[config.mk]
export PLATFORM = sky130hd
export DESIGN_NAME = smram_gate
export DESIGN_NICKNAME = d
export VERILOG_FILES = /design/src/rtl/smram_gate_pkg.sv /design/src/rtl/smram_win_decode.sv /design/src/rtl/smram_win_ctrl.sv /design/src/rtl/smram_smi_trig.sv /design/src/rtl/smram_gate.sv
export SDC_FILE = /design/constraint.sdc
export NUM_CORES = 1
export LEC_CHECK = 0
export ABC_AREA = 1
export ABC_CLOCK_PERIOD_IN_PS = 2700
export BUFFER_PORTS_ARGS = -buffer_cell sky130_fd_sc_hd__clkbuf_2
export CORE_AREA = 3 3 74 76
export DETAILED_ROUTE_END_ITERATION = 8
export DIE_AREA = 0 0 77 79
export GPL_TIMING_DRIVEN = 0
export MAX_ROUTING_LAYER = met4
export PLACE_DENSITY = 0.72
export SYNTH_ARGS = -nofsm -noshare
export SYNTH_HDL_FRONTEND = slang
export SYNTH_SLANG_ARGS = --single-unit
[constraint.sdc]
create_clock -name clk -period 2.7 [get_ports clk]
set_clock_uncertainty 0.1 [all_clocks]
set_input_delay 0.135 -clock clk [delete_from_list [all_inputs] [get_ports clk]]
set_output_delay 0.135 -clock clk [all_outputs]
set_load 0.02 [all_outputs]
[src/rtl/smram_gate_pkg.sv]
package smram_gate_pkg;

    typedef enum logic [1:0] {
        WIN_CLOSED = 2'd0,
        WIN_OPEN   = 2'd1,
        WIN_LOCKED = 2'd2
    } win_state_e;

    localparam logic [1:0] CMD_STEP  = 2'b00;
    localparam logic [1:0] CMD_OPEN  = 2'b01;
    localparam logic [1:0] CMD_CLOSE = 2'b10;
    localparam logic [1:0] CMD_LOCK  = 2'b11;

    typedef struct packed {
        win_state_e state;
        logic       viol;
    } win_ctrl_t;

    typedef struct packed {
        logic vld;
        logic wr;
    } hole_resp_t;

endpackage

[src/rtl/smram_win_decode.sv]
module smram_win_decode #(
    parameter int unsigned        ADDR_W   = 32,
    parameter logic [ADDR_W-1:0]  WIN_BASE = 'h30000,
    parameter logic [ADDR_W-1:0]  WIN_SIZE = 'h20000
) (
    input  logic [ADDR_W-1:0] addr,
    output logic              in_win
);
    localparam logic [ADDR_W-1:0] WIN_LAST = WIN_BASE + WIN_SIZE - 1'b1;

    always_comb begin
        in_win = (addr >= WIN_BASE) && (addr <= WIN_LAST);
    end
endmodule

[src/rtl/smram_win_ctrl.sv]
module smram_win_ctrl
    import smram_gate_pkg::*;
(
    input  logic       clk,
    input  logic       rst_n,
    input  logic       cfg_valid,
    input  logic [1:0] cfg_cmd,
    output win_state_e state,
    output logic       viol
);
    win_ctrl_t ctrl_d, ctrl_q;

    always_comb begin
        ctrl_d = ctrl_q;
        if (cfg_valid) begin
            if (ctrl_q.state == WIN_LOCKED) begin
                ctrl_d.viol = 1'b1;
            end else begin
                case (cfg_cmd)
                    CMD_STEP:  ctrl_d.state = (ctrl_q.state == WIN_OPEN) ? WIN_LOCKED : WIN_OPEN;
                    CMD_OPEN:  ctrl_d.state = WIN_OPEN;
                    CMD_CLOSE: ctrl_d.state = WIN_CLOSED;
                    default:   ctrl_d.state = WIN_LOCKED;
                endcase
            end
        end
    end

    always_ff @(posedge clk or negedge rst_n) begin
        if (!rst_n) begin
            ctrl_q <= '{state: WIN_CLOSED, viol: 1'b0};
        end else begin
            ctrl_q <= ctrl_d;
        end
    end

    assign state = ctrl_q.state;
    assign viol  = ctrl_q.viol;
endmodule

[src/rtl/smram_smi_trig.sv]
module smram_smi_trig #(
    parameter int unsigned       PORT_W   = 16,
    parameter logic [PORT_W-1:0] SMI_PORT = 'hB2
) (
    input  logic              clk,
    input  logic              rst_n,
    input  logic              io_valid,
    input  logic              io_write,
    input  logic [PORT_W-1:0] io_port,
    output logic              smi_pulse
);
    logic pulse_d, pulse_q;

    always_comb begin
        pulse_d = io_valid && io_write && (io_port == SMI_PORT);
    end

    always_ff @(posedge clk or negedge rst_n) begin
        if (!rst_n) begin
            pulse_q <= 1'b0;
        end else begin
            pulse_q <= pulse_d;
        end
    end

    assign smi_pulse = pulse_q;
endmodule

[src/rtl/smram_gate.sv]
module smram_gate
    import smram_gate_pkg::*;
#(
    parameter int unsigned        ADDR_W   = 32,
    parameter int unsigned        DATA_W   = 32,
    parameter int unsigned        PORT_W   = 16,
    parameter logic [ADDR_W-1:0]  WIN_BASE = 'h30000,
    parameter logic [ADDR_W-1:0]  WIN_SIZE = 'h20000,
    parameter logic [PORT_W-1:0]  SMI_PORT = 'hB2
) (
    input  logic              clk,
    input  logic              rst_n,
    input  logic              req_valid,
    input  logic [ADDR_W-1:0] req_addr,
    input  logic              req_write,
    input  logic [DATA_W-1:0] req_wdata,
    input  logic              req_smm,
    input  logic              cfg_valid,
    input  logic [1:0]        cfg_cmd,
    input  logic              io_valid,
    input  logic              io_write,
    input  logic [PORT_W-1:0] io_port,
    output logic              sel_smram,
    output logic              sel_ram,
    output logic              sel_hole,
    output logic [ADDR_W-1:0] fwd_addr,
    output logic [DATA_W-1:0] fwd_wdata,
    output logic              fwd_write,
    output logic              hole_resp_valid,
    output logic              hole_resp_write,
    output logic [DATA_W-1:0] hole_rdata,
    output logic              win_open,
    output logic              win_locked,
    output logic              lock_violation,
    output logic              smi_pulse
);
    logic       in_win;
    win_state_e win_state;
    logic       viol;
    hole_resp_t resp_d, resp_q;

    smram_win_decode #(
        .ADDR_W  (ADDR_W),
        .WIN_BASE(WIN_BASE),
        .WIN_SIZE(WIN_SIZE)
    ) u_decode (
        .addr  (req_addr),
        .in_win(in_win)
    );

    smram_win_ctrl u_ctrl (
        .clk      (clk),
        .rst_n    (rst_n),
        .cfg_valid(cfg_valid),
        .cfg_cmd  (cfg_cmd),
        .state    (win_state),
        .viol     (viol)
    );

    smram_smi_trig #(
        .PORT_W  (PORT_W),
        .SMI_PORT(SMI_PORT)
    ) u_trig (
        .clk      (clk),
        .rst_n    (rst_n),
        .io_valid (io_valid),
        .io_write (io_write),
        .io_port  (io_port),
        .smi_pulse(smi_pulse)
    );

    // Steering: outside -> RAM; inside -> SMRAM when open or SMM, else hole.
    always_comb begin
        sel_smram = 1'b0;
        sel_ram   = 1'b0;
        sel_hole  = 1'b0;
        if (req_valid) begin
            if (!in_win) begin
                sel_ram = 1'b1;
            end else if ((win_state == WIN_OPEN) || req_smm) begin
                sel_smram = 1'b1;
            end else begin
                sel_hole = 1'b1;
            end
        end
    end

    assign fwd_addr  = req_addr;
    assign fwd_wdata = req_wdata;
    assign fwd_write = req_write;

    always_comb begin
        resp_d.vld = sel_hole;
        resp_d.wr  = sel_hole && req_write;
    end

    always_ff @(posedge clk or negedge rst_n) begin
        if (!rst_n) begin
            resp_q <= '0;
        end else begin
            resp_q <= resp_d;
        end
    end

    assign hole_resp_valid = resp_q.vld;
    assign hole_resp_write = resp_q.wr;
    assign hole_rdata      = (resp_q.vld && !resp_q.wr) ? {DATA_W{1'b1}} : '0;
    assign win_open        = (win_state == WIN_OPEN);
    assign win_locked      = (win_state == WIN_LOCKED);
    assign lock_violation  = viol;
endmodule

==> reports/metrics.csv <==
stage;metric;value;unit
detailed_routing;drt-total-wl;3.341;mm
placed_design;gp_congestion;0.7072;
final_layout;final_common_cell;clkbuf_2;
sta;max_freq;0.6115;GHz
worst_setup_path;r2r-end;u_ctrl.state[1]$_DFFE_PN0P_;
final_layout;synthToLayoutAreaGrowth;77.67;%
sta;slew_headroom;75.87;%
global_routing;grt_pass1_vias;1176;
global_routing;antenna_found_initial;0;
worst_setup_path;crit_required;2.47;ns
power;switchingPower;204.3;uW
worst_setup_path;r2r_slack;1.60;ns
floorplanning;die_w;77;um
clocking;insertion_delay;0.22;ns
global_routing;grt_usage;9.565;%
power;ir_drop;284.5;uV
sta;setup_tns;0;ns
global_routing;grt_max_degree;28;
sta;tightest_slew;0.3615;ns
power;p_per_area;263.4;mW/mm2
final_layout;final_util;43.06;%
synth;ys_warn_count;0;
sta;drv_slew;0;
clocking;numCtsBuffers;3;
placed_design;dpl_worst_slack;1.251;ns
floorplanning;io_pins;196;
clocking;clk_path_buf_depth;2;
min_path;min_from;req_write;
detailed_routing;drt-initial-drc-count;4;
worst_setup_path;crit_family;buffers and inverters;
sta;period_share;60.57;%
sta;grt_setup_unrepaired;false;
detailed_routing;ant_nets;0;
synth;synth-seq-cells;6;
power;p_int;338.5;uW
worst_setup_path;max_stage_delay;0.38;ns
worst_setup_path;critPathBufInv;3;
clocking;cts-root-buf;clkbuf_8;
min_path;min_to;hole_resp_write$_DFF_PN0_;
detailed_routing;viasPerCell;3.570;
clocking;cts_tree;yes;
synth;syn_nets;253;
synth;yosysSeqAreaShare;12.94;%
global_routing;grt_overflow;0;
floorplanning;die-area;0.006083;mm2
status;outcome;complete, no violations;
synth;synth.distinct_cells;21;
floorplanning;core-area;0.004786;mm2
synth;syn_area_per_cell;7.160;um2
min_path;hold_path.class;in -> reg;
power;p_leak;0.001366;uW
worst_setup_path;end_kind;output pin;
floorplanning;rows;25;
final_layout;finish.net_count;407;
synth;synthCells;162;
detailed_routing;wl_per_cell;8.769;um
final_layout;most-common-layout-cells;clkbuf_2, buf_4, nor2_1;
worst_setup_path;path_class;reg -> out;
sta;setup_violations;0;
clocking;path_clk_slew;0.03;ns
sta;finalHoldViolCount;0;
detailed_routing;drc;0;
placed_design;dp_hpwl;3.175;mm
final_layout;antenna_cells;0;
worst_setup_path;crit_arrival;1.40;ns
floorplanning;start_util;24.24;%
floorplanning;fp.dieH;79;um
worst_setup_path;worst-r2r-cell-count;6;
worst_setup_path;slowest_stage;dfrtp_1;
power;switching_share;37.64;%
final_layout;drive_above_1_share;80.89;%
worst_setup_path;cp_max_fo;27;
clocking;cts-resized-gates;0;
sta;worst_slack;1.065;ns
global_routing;grt_pass1_wl;4.878;mm
detailed_routing;vias;1360;
final_layout;fillCellCount;497;
synth;syn_area;0.001160;mm2
min_path;hold_depth;3;
placed_design;io_buffer_count;147;
power;p_seq_share;20.5;%
clocking;cts_num_sinks;6;
job;drv_cap;0;
worst_setup_path;startpoint_type;flip-flop;
worst_setup_path;path_cells;nor2_2, buf_16, buf_4, clkbuf_2;
clocking;cts.htree.levels;1;
worst_setup_path;reg2reg_from;u_ctrl.state[0]$_DFFE_PN0P_;
power;pwr-share-clk;23.6;%
power;comb_power_share;55.9;%
sta;fin_crit;1.635;ns
detailed_routing;first_pass_iters;2;
-- logic make-up (layout without fill, tap and decap cells) --
kind of cell | count (synthesis) | in the layout | synth area share, %
simple gates | 41 | 41 | 17.15
buf+inv | 108 | 260 | 66.02
fa+ha+maj | 1 | 1 | 1.079
compound gates | 6 | 6 | 2.805
flops | 6 | 6 | 12.94
-- per-stage QoR --
stage / area [um2] / instances / hold slack [ns] / total power (uW)
6_report: 2061 / 381 / 0.04798 / 542.8
5_1_grt: 2061 / 381 / 0.06136 / 578.4
4_1_cts: 2061 / 381 / 0.04671 / 550.9
3_5_place_dp: 2009 / 377 / -0.1317 / 418.7
3_3_place_gp: 1979 / 376 / -0.1386 / 413.5
2_1_floorplan: 1160 / 162 / -0.2606 / 314.9
-- flip-flops by register name, summed over array words and instances, names as in the netlist --
signal	flops
u_ctrl.viol	1
u_ctrl.state	2
hole_resp_write	1
u_trig.smi_pulse	1
hole_resp_valid	1
-- final cells by class --
type | count | area [um2] | share of cell area (%)
flip-flops and latches | 6 | 150.1 | 7.286
plain buffers | 96 | 720.7 | 34.97
inverters | 12 | 45.04 | 2.186
clock buffers | 3 | 41.29 | 2.004
well taps | 67 | 83.83 | 4.068
repair buffers | 149 | 773.2 | 37.52
multi-input cells | 48 | 246.5 | 11.96
-- per-layer routing --
layer | GRT usage (%) | vias up | wire (um)
met3 | 2.041 | 2 | 453
met4 | 2.491 | 0 | 15
met1 | 10.94 | 547 | 1141
li1 | - | 707 | -
met5 | - | - | 0
met2 | 17.07 | 104 | 1731
-- power groups by stage --
stage,clock network (uW),logic [uW],registers [uW]
final,128,304,111
after detailed placement,0,306,112
after floorplan,0,204,111
after CTS,132,308,111
after global placement,0,302,112
after global routing,136,330,113
-- repair_timing --
item | in CTS | in global routing
endpoints found under the hold margin | 6 | 0
setup buffers | 0 | 0
hold buffers | 1 | 0
-- Yosys cell counts --
library cell / number / area share [%]
dfrtp_1: 6 / 13
nor2_1: 18 / 5.8
inv_1: 10 / 3.2
ha_1: 1 / 1.1
inv_2: 2 / 0.65
nor2_4: 1 / 0.97
nand3_2: 1 / 0.86
a21o_1: 1 / 0.65
nand4_1: 1 / 0.54
nand3_1: 1 / 0.43
buf_4: 96 / 62
a21oi_1: 2 / 0.86
nand3b_1: 2 / 1.3
nor3b_1: 2 / 1.3
nor2_2: 1 / 0.54
nand2_1: 11 / 3.6
nor3_1: 1 / 0.43
nor3_2: 1 / 0.86
o21ai_1: 2 / 0.86
or2_1: 1 / 0.54
o21ai_0: 1 / 0.43
-- worst register-to-register path, stage by stage (launching register included) --
cell	delay [ns]
dfrtp_1	0.39
nand2_1	0.12
inv_2	0.06
nor2_1	0.12
a21oi_1	0.06
nor2_1	0.10
nor2_1	0.05
-- worst max path at each step --
stage               depth (start not counted)  slack (ns)        endpoint                      start
floorplan                                   3        0.41  hole_rdata[10]  hole_resp_valid$_DFF_PN0_
global placement                            4        0.22  hole_rdata[22]  hole_resp_valid$_DFF_PN0_
detailed placement                          4        1.25   hole_rdata[1]  hole_resp_write$_DFF_PN0_
CTS                                         4        1.02   hole_rdata[1]  hole_resp_write$_DFF_PN0_
global route                                5        0.94  hole_rdata[28]  hole_resp_valid$_DFF_PN0_
finish                                      4        1.06  hole_rdata[19]  hole_resp_write$_DFF_PN0_
No activity file was read; power rests on OpenSTA's default activity.
